[config.mk]
export PLATFORM = sky130hd
export DESIGN_NAME = prio_irq_ctrl
export DESIGN_NICKNAME = d
export VERILOG_FILES = /design/src/rtl/irq_pkg.sv /design/src/rtl/irq_line_bank.sv /design/src/rtl/irq_resolver.sv /design/src/rtl/irq_level_stack.sv /design/src/rtl/prio_irq_ctrl.sv
export SDC_FILE = /design/constraint.sdc
export NUM_CORES = 2
export LEC_CHECK = 0
export ABC_AREA = 0
export BUFFER_PORTS_ARGS = -buffer_cell sky130_fd_sc_hd__buf_2
export CAP_MARGIN = 40
export CORE_UTILIZATION = 50
export CTS_CLUSTER_SIZE = 20
export DETAILED_ROUTE_END_ITERATION = 7
export GPL_ROUTABILITY_DRIVEN = 0
export PLACE_DENSITY = 0.74
export SYNTH_ARGS = -nofsm -noshare
export SYNTH_HDL_FRONTEND = slang
export SYNTH_SLANG_ARGS = --single-unit
[constraint.sdc]
create_clock -name clk -period 69.5 [get_ports clk]
set_input_delay 13.9 -clock clk [delete_from_list [all_inputs] [get_ports clk]]
set_output_delay 13.9 -clock clk [all_outputs]
set_load 0.005 [all_outputs]
[src/rtl/irq_pkg.sv]
package irq_pkg;

  typedef enum logic [2:0] {
    OP_SET_PEND = 3'd0,
    OP_CLR_PEND = 3'd1,
    OP_ENABLE   = 3'd2,
    OP_PRIO     = 3'd3,
    OP_VECTOR   = 3'd4,
    OP_SOURCE   = 3'd5
  } cfg_op_e;

  typedef enum logic [1:0] {
    SRC_FIXED = 2'd0,
    SRC_DMA   = 2'd1,
    SRC_LOGIC = 2'd2,
    SRC_NONE  = 2'd3
  } src_sel_e;

  // Reset handler address of a line.
  function automatic int unsigned reset_vector(int unsigned base, int unsigned stride,
                                               int unsigned line);
    return base + stride * line;
  endfunction

  // True when priority a is strictly more urgent than b (smaller number).
  function automatic logic more_urgent(logic [7:0] a, logic [7:0] b);
    return a < b;
  endfunction

endpackage

[src/rtl/irq_line_bank.sv]
module irq_line_bank
  import irq_pkg::*;
#(
  parameter int N          = 32,
  parameter int PRIO_W     = 3,
  parameter int VEC_W      = 16,
  parameter int VEC_BASE   = 256,
  parameter int VEC_STRIDE = 4
) (
  input  logic                      clk,
  input  logic                      rst_n,
  input  logic [N-1:0]              src_fixed,
  input  logic [N-1:0]              src_dma,
  input  logic [N-1:0]              src_logic,
  input  logic                      cfg_we,
  input  logic [2:0]                cfg_op,
  input  logic [$clog2(N)-1:0]      cfg_line,
  input  logic [VEC_W-1:0]          cfg_wdata,
  input  logic [N-1:0]              ack_clr,
  output logic [N-1:0]              pend_q,
  output logic [N-1:0]              en_q,
  output logic [N-1:0][PRIO_W-1:0]  prio_q,
  output logic [N-1:0][VEC_W-1:0]   vec_q,
  output logic [N-1:0][1:0]         sel_q,
  output logic [N-1:0]              set_evt
);

  localparam int LINE_W = $clog2(N);

  for (genvar i = 0; i < N; i++) begin : g_line
    logic              hit;
    logic              sel_sig;
    logic              prev_r;
    logic              rise;
    logic              sw_set;
    logic              sw_clr;
    logic              pend_r;
    logic              en_r;
    logic [PRIO_W-1:0] prio_r;
    logic [VEC_W-1:0]  vec_r;
    logic [1:0]        sel_r;

    assign hit = cfg_we && (cfg_line == LINE_W'(i));

    always_comb begin
      case (src_sel_e'(sel_r))
        SRC_FIXED: sel_sig = src_fixed[i];
        SRC_DMA:   sel_sig = src_dma[i];
        SRC_LOGIC: sel_sig = src_logic[i];
        default:   sel_sig = 1'b0;
      endcase
    end

    assign rise   = sel_sig & ~prev_r;
    assign sw_set = hit && (cfg_op == OP_SET_PEND);
    assign sw_clr = hit && (cfg_op == OP_CLR_PEND);

    always_ff @(posedge clk) begin
      if (!rst_n) begin
        prev_r <= 1'b0;
        pend_r <= 1'b0;
        en_r   <= 1'b0;
        prio_r <= '1;
        vec_r  <= VEC_W'(reset_vector(VEC_BASE, VEC_STRIDE, i));
        sel_r  <= SRC_FIXED;
      end else begin
        prev_r <= sel_sig;
        // setting events win over clearing ones in the same cycle
        pend_r <= (pend_r & ~(sw_clr | ack_clr[i])) | rise | sw_set;
        if (hit && cfg_op == OP_ENABLE) en_r   <= cfg_wdata[0];
        if (hit && cfg_op == OP_PRIO)   prio_r <= cfg_wdata[PRIO_W-1:0];
        if (hit && cfg_op == OP_VECTOR) vec_r  <= cfg_wdata;
        if (hit && cfg_op == OP_SOURCE) sel_r  <= cfg_wdata[1:0];
      end
    end

    assign pend_q[i]  = pend_r;
    assign en_q[i]    = en_r;
    assign prio_q[i]  = prio_r;
    assign vec_q[i]   = vec_r;
    assign sel_q[i]   = sel_r;
    assign set_evt[i] = rise | sw_set;
  end

endmodule

[src/rtl/irq_resolver.sv]
module irq_resolver
  import irq_pkg::*;
#(
  parameter int N      = 32,
  parameter int PRIO_W = 3
) (
  input  logic [N-1:0]             cand,
  input  logic [N-1:0][PRIO_W-1:0] prio,
  output logic                     best_valid,
  output logic [$clog2(N)-1:0]     best_id,
  output logic [PRIO_W-1:0]        best_prio
);

  localparam int LINE_W = $clog2(N);

  // Linear scan; strict compare keeps the lower index on ties.
  always_comb begin
    best_valid = 1'b0;
    best_id    = '0;
    best_prio  = '1;
    for (int i = 0; i < N; i++) begin
      if (cand[i] && (!best_valid || more_urgent(8'(prio[i]), 8'(best_prio)))) begin
        best_valid = 1'b1;
        best_id    = LINE_W'(i);
        best_prio  = prio[i];
      end
    end
  end

endmodule

[src/rtl/irq_level_stack.sv]
module irq_level_stack #(
  parameter int PRIO_W = 3,
  parameter int DEPTH  = 8
) (
  input  logic                     clk,
  input  logic                     rst_n,
  input  logic                     push,
  input  logic                     pop,
  input  logic [PRIO_W-1:0]        push_level,
  output logic                     act_valid,
  output logic [PRIO_W-1:0]        act_level,
  output logic [$clog2(DEPTH):0]   depth_cnt
);

  localparam int PTR_W = $clog2(DEPTH);
  localparam int CNT_W = PTR_W + 1;

  logic [DEPTH-1:0][PRIO_W:0] slots;
  logic [PTR_W-1:0]           top_idx;

  assign top_idx = PTR_W'(depth_cnt - CNT_W'(1));

  always_ff @(posedge clk) begin
    if (!rst_n) begin
      slots     <= '0;
      act_valid <= 1'b0;
      act_level <= '0;
      depth_cnt <= '0;
    end else if (push) begin
      slots[depth_cnt[PTR_W-1:0]] <= {act_valid, act_level};
      act_valid <= 1'b1;
      act_level <= push_level;
      depth_cnt <= depth_cnt + CNT_W'(1);
    end else if (pop && depth_cnt != '0) begin
      {act_valid, act_level} <= slots[top_idx];
      depth_cnt <= depth_cnt - CNT_W'(1);
    end
  end

endmodule

[src/rtl/prio_irq_ctrl.sv]
module prio_irq_ctrl
  import irq_pkg::*;
#(
  parameter int NUM_LINES  = 32,
  parameter int PRIO_W     = 3,
  parameter int VEC_W      = 16,
  parameter int VEC_BASE   = 256,
  parameter int VEC_STRIDE = 4
) (
  input  logic                         clk,
  input  logic                         rst_n,
  input  logic [NUM_LINES-1:0]         src_fixed,
  input  logic [NUM_LINES-1:0]         src_dma,
  input  logic [NUM_LINES-1:0]         src_logic,
  input  logic                         cfg_we,
  input  logic [2:0]                   cfg_op,
  input  logic [$clog2(NUM_LINES)-1:0] cfg_line,
  input  logic [VEC_W-1:0]             cfg_wdata,
  input  logic [$clog2(NUM_LINES)-1:0] rd_line,
  output logic                         rd_pending,
  output logic                         rd_enable,
  output logic [PRIO_W-1:0]            rd_prio,
  output logic [VEC_W-1:0]             rd_vector,
  output logic [1:0]                   rd_source,
  output logic                         irq_req,
  output logic [$clog2(NUM_LINES)-1:0] irq_id,
  output logic [PRIO_W-1:0]            irq_prio,
  output logic [VEC_W-1:0]             irq_vector,
  input  logic                         cpu_ack,
  input  logic                         cpu_eoi,
  output logic [PRIO_W-1:0]            active_level,
  output logic                         active_valid
);

  localparam int LINE_W = $clog2(NUM_LINES);
  localparam int DEPTH  = 1 << PRIO_W;
  localparam int CNT_W  = $clog2(DEPTH) + 1;

  logic [NUM_LINES-1:0]             pend_q;
  logic [NUM_LINES-1:0]             en_q;
  logic [NUM_LINES-1:0][PRIO_W-1:0] prio_q;
  logic [NUM_LINES-1:0][VEC_W-1:0]  vec_q;
  logic [NUM_LINES-1:0][1:0]        sel_q;
  logic [NUM_LINES-1:0]             set_evt;
  logic [NUM_LINES-1:0]             cand;
  logic [NUM_LINES-1:0]             grant_vec;
  logic [NUM_LINES-1:0]             ack_clr;
  logic                             best_valid;
  logic [LINE_W-1:0]                best_id;
  logic [PRIO_W-1:0]                best_prio;
  logic                             present;
  logic                             ack_fire;
  logic                             eoi_take;
  logic [CNT_W-1:0]                 stack_cnt;

  irq_line_bank #(
    .N(NUM_LINES), .PRIO_W(PRIO_W), .VEC_W(VEC_W),
    .VEC_BASE(VEC_BASE), .VEC_STRIDE(VEC_STRIDE)
  ) u_bank (
    .clk(clk), .rst_n(rst_n),
    .src_fixed(src_fixed), .src_dma(src_dma), .src_logic(src_logic),
    .cfg_we(cfg_we), .cfg_op(cfg_op), .cfg_line(cfg_line), .cfg_wdata(cfg_wdata),
    .ack_clr(ack_clr),
    .pend_q(pend_q), .en_q(en_q), .prio_q(prio_q), .vec_q(vec_q),
    .sel_q(sel_q), .set_evt(set_evt)
  );

  assign cand = pend_q & en_q;

  irq_resolver #(.N(NUM_LINES), .PRIO_W(PRIO_W)) u_resolve (
    .cand(cand), .prio(prio_q),
    .best_valid(best_valid), .best_id(best_id), .best_prio(best_prio)
  );

  // Preemption gate: strictly more urgent than the level in service.
  assign present  = best_valid &&
                    (!active_valid || more_urgent(8'(best_prio), 8'(active_level)));
  assign ack_fire = cpu_ack && present;
  assign eoi_take = cpu_eoi && !ack_fire;

  always_comb begin
    grant_vec = '0;
    if (present) grant_vec[best_id] = 1'b1;
  end
  assign ack_clr = ack_fire ? grant_vec : '0;

  irq_level_stack #(.PRIO_W(PRIO_W), .DEPTH(DEPTH)) u_stack (
    .clk(clk), .rst_n(rst_n),
    .push(ack_fire), .pop(eoi_take), .push_level(best_prio),
    .act_valid(active_valid), .act_level(active_level), .depth_cnt(stack_cnt)
  );

  assign irq_req    = present;
  assign irq_id     = best_id;
  assign irq_prio   = best_prio;
  assign irq_vector = vec_q[best_id];

  assign rd_pending = pend_q[rd_line];
  assign rd_enable  = en_q[rd_line];
  assign rd_prio    = prio_q[rd_line];
  assign rd_vector  = vec_q[rd_line];
  assign rd_source  = sel_q[rd_line];

endmodule

==> run summary <==
RUN STATUS
----------------------------------------------------------------------------
Outcome ....................................................... finished, violations left
Failing checks ................................................ design-rule violations

SYNTHESIS
----------------------------------------------------------------------------
Syn Area/Cell .................................................    7.89 um^2
Post-synthesis instance area ..................................   45800 um^2
Top cell type by total area after synthesis ................... sky130_fd_sc_hd__dfxtp_1
EDFF count, synth .............................................            0
Post-Syn Nets .................................................         5971
Async SR Flop Fraction ........................................            0
Primary flip-flop cell chosen by synthesis mapping ............ sky130_fd_sc_hd__dfxtp_1
Synth area leaders ............................................ sky130_fd_sc_hd__dfxtp_1, sky130_fd_sc_hd__nand2_1, sky130_fd_sc_hd__mux4_2, sky130_fd_sc_hd__a21oi_1, sky130_fd_sc_hd__nand3_1
Share of the synthesized area in the top cell type ............        0.353
Post-Syn Instances ............................................         5805
Sequential area share after synthesis .........................        0.353
Synth unique cells ............................................          115
Seq cells post-synth ..........................................          808
Count of synthesis-stage warnings from yosys ..................            0

TIMING
----------------------------------------------------------------------------
Final Setup Violations ........................................            0
Final critical path time including I/O delays and setup .......     61.57 ns
Final hold vios ...............................................            0
Worst Slack Setup Final .......................................      7.93 ns
Slew Viols, Final .............................................            0
Final setup skew ..............................................    0.0423 ns
Setup_tns .....................................................         0 ns
Setup repair after global routing missed its margin ...........        false
Worst slew margin relative to its limit .......................        0.241
Measured slew at the worst slew-check pin .....................      1.14 ns
Top achievable clock speed ....................................     16.2 MHz
Fraction of the cycle the final worst path needs ..............        0.886

MIN PATH
----------------------------------------------------------------------------
Hold WC Path Type ............................................. register to register

LAYOUT
----------------------------------------------------------------------------
Fraction of layout instances using a drive strength above 1 ...        0.142
Filler instances ..............................................         8086
Non-filler instance count after layout ........................         7020
Utilization after layout ......................................        0.565
Area added between synthesis and finish .......................        11.6%
Final layout net count ........................................         5930

CLOCK NETWORK
----------------------------------------------------------------------------
Clk slew on worst S/H paths ...................................      0.06 ns
Sink Count ....................................................          808
Resized Gates After CTS .......................................            0
Largest buffer count on any clock path ........................            3
Hold_buf cts ..................................................            0
TritonCTS clock tree ..........................................         done
H-tree lvl count ..............................................            3
Clock root buffer ............................................. sky130_fd_sc_hd__clkbuf_16
Skew-Pair Late Insertion Delay ................................      0.68 ns
Clock buffer count from CTS ...................................           88
Setup Buffers After CTS .......................................            0

SETUP PATH
----------------------------------------------------------------------------
Launching point of the worst reg2reg path ..................... u_bank.g_line[0].pend_r
End point of the critical path ................................ irq_vector[9]
WS Path Type .................................................. register to output pin
Reg2Reg Capture Point ......................................... u_stack.slots[4]
Crit path DAT .................................................     47.67 ns
Critical-path top delay cell .................................. sky130_fd_sc_hd__a221oi_1
Worst setup EP type ...........................................   output pin
Setup crit start .............................................. u_bank.g_line[0].pend_r
Crit path launch type .........................................     register
Cell with the most instances on the worst path ................ sky130_fd_sc_hd__ha_1
Stage delay of the slowest cell on the critical path ..........      0.83 ns
Worst reg2reg path depth ......................................          227
Data required time at the worst endpoint ......................     55.60 ns
Largest fanout on the critical path ...........................           36
Register-to-register setup slack ..............................     21.84 ns

GLOBAL ROUTE
----------------------------------------------------------------------------
First-pass GRT wire length ....................................    270000 um
Global-route track usage on met2 ..............................        0.551
Vias in the first global route ................................        44200
Total routing usage reported by global routing ................        0.375
Total congestion overflow after global routing ................            0
Busiest layer in global routing ...............................         met2
GR met1 Demand/Resource .......................................        0.479
Met3 track utilization from global routing ....................        0.113
Largest net degree at the start of global routing .............          214
Antenna violations before repair ..............................           10

PLACED DESIGN
----------------------------------------------------------------------------
Detailed placer's ending HPWL .................................    121000 um
Number of placed instances with taps included .................         6842
Count of input and output buffers .............................          181
Worst-case setup slack after placement ........................      9.91 ns

POWER
----------------------------------------------------------------------------
Clock network power share .....................................        0.468
Cell leakage power ............................................    0.0182 uW
Internal cell power ...........................................       779 uW
Sw power ......................................................       264 uW
Part of the total power dissipated in sequential elements .....        0.455
Cell Pwr Density .............................................. 20.4 nW/um^2
Maximum VDD drop ..............................................    0.0190 mV
Switching Fraction ............................................        0.253
Overall power of the completed layout .........................      1040 uW
Gate power share ..............................................        0.077

DIE
----------------------------------------------------------------------------
Die X .........................................................       305 um
Total die area ................................................   92800 um^2
Starting density of the core ..................................        0.507
# IOs .........................................................          182
Placeable core region .........................................   90400 um^2
Floorplan die height ..........................................       305 um
Number of cell rows ...........................................          110

ROUTE
----------------------------------------------------------------------------
Vias post-DR ..................................................        47800
Number of nets with antenna violations after detailed routing .            0
Sum of routed wire length over all layers .....................    180000 um
Drt via density ...............................................         6.81
DRC violation total after the first TritonRoute iteration .....         8458
Per-cell routed wire length ...................................      25.6 um
Number of iterations in the first detailed-routing pass .......            8
Post-detailed-route DRC marker count ..........................           31

JOB
----------------------------------------------------------------------------
Count of max-cap constraint violations ........................            0

## layout make-up
class	instances	area [um^2]	share of cell area
antenna	11	27.5	0.000538
clock buffer	135	2630	0.0515
clock inverter	24	310	0.00607
inverter	98	375	0.00734
multi-input combinational	4451	27700	0.542
sequential	808	16200	0.316
tap	1176	1470	0.0288
timing repair buffer	317	2440	0.0477
## registers in the layout, summed over array words and instances, names as in the netlist
name and count:
u_bank.g_line.prio_r 96, u_bank.g_line.en_r 32, u_stack.slots 32, u_stack.act_valid 1, u_bank.g_line.vec_r 512, u_bank.g_line.sel_r 64
u_stack.depth_cnt 4, u_stack.act_level 3, u_bank.g_line.pend_r 32, u_bank.g_line.prev_r 32
## cells in the final DEF (no fill, tap or decap), drive strengths merged, types with 101 or more instances in the layout
cell,netlist,final
inv,98,101
nand3,334,334
nor2,315,315
o21ai,247,247
clkbuf,378,138
mux2i,133,133
nand2,1617,1617
dfxtp,808,808
buf,70,314
mux4,238,238
a21oi,652,652
## cells by family after synthesis
group | Yosys count | synth area share
simple gates | 2522 | 0.232
buf+inv | 546 | 0.0458
fa+ha+maj | 40 | 0.0107
flops | 808 | 0.353
compound gates | 1479 | 0.203
mux | 408 | 0.155
xor+xnor | 2 | 0.000382
## through the flow
| step | area (um^2) | hold WS [ns] |
|---|---|---|
| 2_1_floorplan | 45800 | 0.435 |
| 3_3_place_gp | 47200 | 0.442 |
| 3_5_place_dp | 48100 | 0.454 |
| 4_1_cts | 51000 | 0.462 |
| 5_1_grt | 51100 | 0.470 |
| 6_report | 51100 | 0.460 |
## power groups by stage
stage	Sequential (uW)	Clock [uW]	Combinational, uW
after global placement	485	0	74.8
final	475	488	80.2
after detailed placement	485	0	77.4
after CTS	474	487	77.6
after global routing	475	507	84.0
after floorplan	481	0	53.4
## cell usage after synthesis, types with 11 or more instances
| library cell | instances |
|---|---|
| sky130_fd_sc_hd__o221ai_1 | 24 |
| sky130_fd_sc_hd__a31oi_1 | 67 |
| sky130_fd_sc_hd__and2_1 | 22 |
| sky130_fd_sc_hd__nand2b_1 | 41 |
| sky130_fd_sc_hd__clkbuf_1 | 376 |
| sky130_fd_sc_hd__dfxtp_1 | 808 |
| sky130_fd_sc_hd__or2_2 | 16 |
| sky130_fd_sc_hd__a221o_1 | 18 |
| sky130_fd_sc_hd__o21ai_1 | 15 |
| sky130_fd_sc_hd__inv_1 | 96 |
| sky130_fd_sc_hd__a211oi_1 | 23 |
| sky130_fd_sc_hd__o22ai_1 | 65 |
| sky130_fd_sc_hd__o31a_1 | 13 |
| sky130_fd_sc_hd__and3_1 | 16 |
| sky130_fd_sc_hd__nor2b_1 | 21 |
| sky130_fd_sc_hd__nand4_1 | 33 |
| sky130_fd_sc_hd__a221oi_1 | 41 |
| sky130_fd_sc_hd__o211ai_1 | 46 |
| sky130_fd_sc_hd__o211a_1 | 11 |
| sky130_fd_sc_hd__nand3b_1 | 11 |
| sky130_fd_sc_hd__a22oi_1 | 15 |
| sky130_fd_sc_hd__o21ai_0 | 232 |
| sky130_fd_sc_hd__o21a_1 | 34 |
| sky130_fd_sc_hd__buf_2 | 20 |
| sky130_fd_sc_hd__nor3_1 | 37 |
| sky130_fd_sc_hd__mux2_2 | 36 |
| sky130_fd_sc_hd__ha_1 | 36 |
| sky130_fd_sc_hd__nand3_1 | 334 |
| sky130_fd_sc_hd__nor2_1 | 314 |
| sky130_fd_sc_hd__a21oi_1 | 648 |
| sky130_fd_sc_hd__a22o_1 | 12 |
| sky130_fd_sc_hd__a222oi_1 | 19 |
| sky130_fd_sc_hd__a21o_1 | 38 |
| sky130_fd_sc_hd__buf_1 | 45 |
| sky130_fd_sc_hd__mux4_2 | 238 |
| sky130_fd_sc_hd__nand2_1 | 1616 |
| sky130_fd_sc_hd__mux2i_1 | 133 |
## per-layer routing
metal  routed length [um]  part of all wire
met3                26400              0.15
met4                13000             0.072
met5                   81           0.00045
met1                64100              0.36
met2                76000              0.42
## worst max-delay path, delay by kind of cell (launching register included)
family	cells	cell delay [ns]
fa+ha+maj	31	7.39
flops	1	0.40
buf+inv	27	2.45
compound gates	87	21.67
mux	15	4.77
simple gates	62	10.21
## how the worst min path moves through the flow
stage	start	endpoint	slack, ns	depth (start not counted)
2_1_floorplan	u_stack.slots[4]	u_stack.slots[4]	0.44	2
4_1_cts	u_stack.slots[22]	u_stack.slots[22]	0.46	2
6_report	u_stack.slots[3]	u_stack.slots[3]	0.46	2
3_3_place_gp	u_stack.slots[9]	u_stack.slots[9]	0.44	2
3_5_place_dp	u_stack.slots[27]	u_stack.slots[27]	0.45	2
5_1_grt	u_stack.slots[12]	u_stack.slots[12]	0.47	2
No activity file was read; power rests on OpenSTA's default activity.
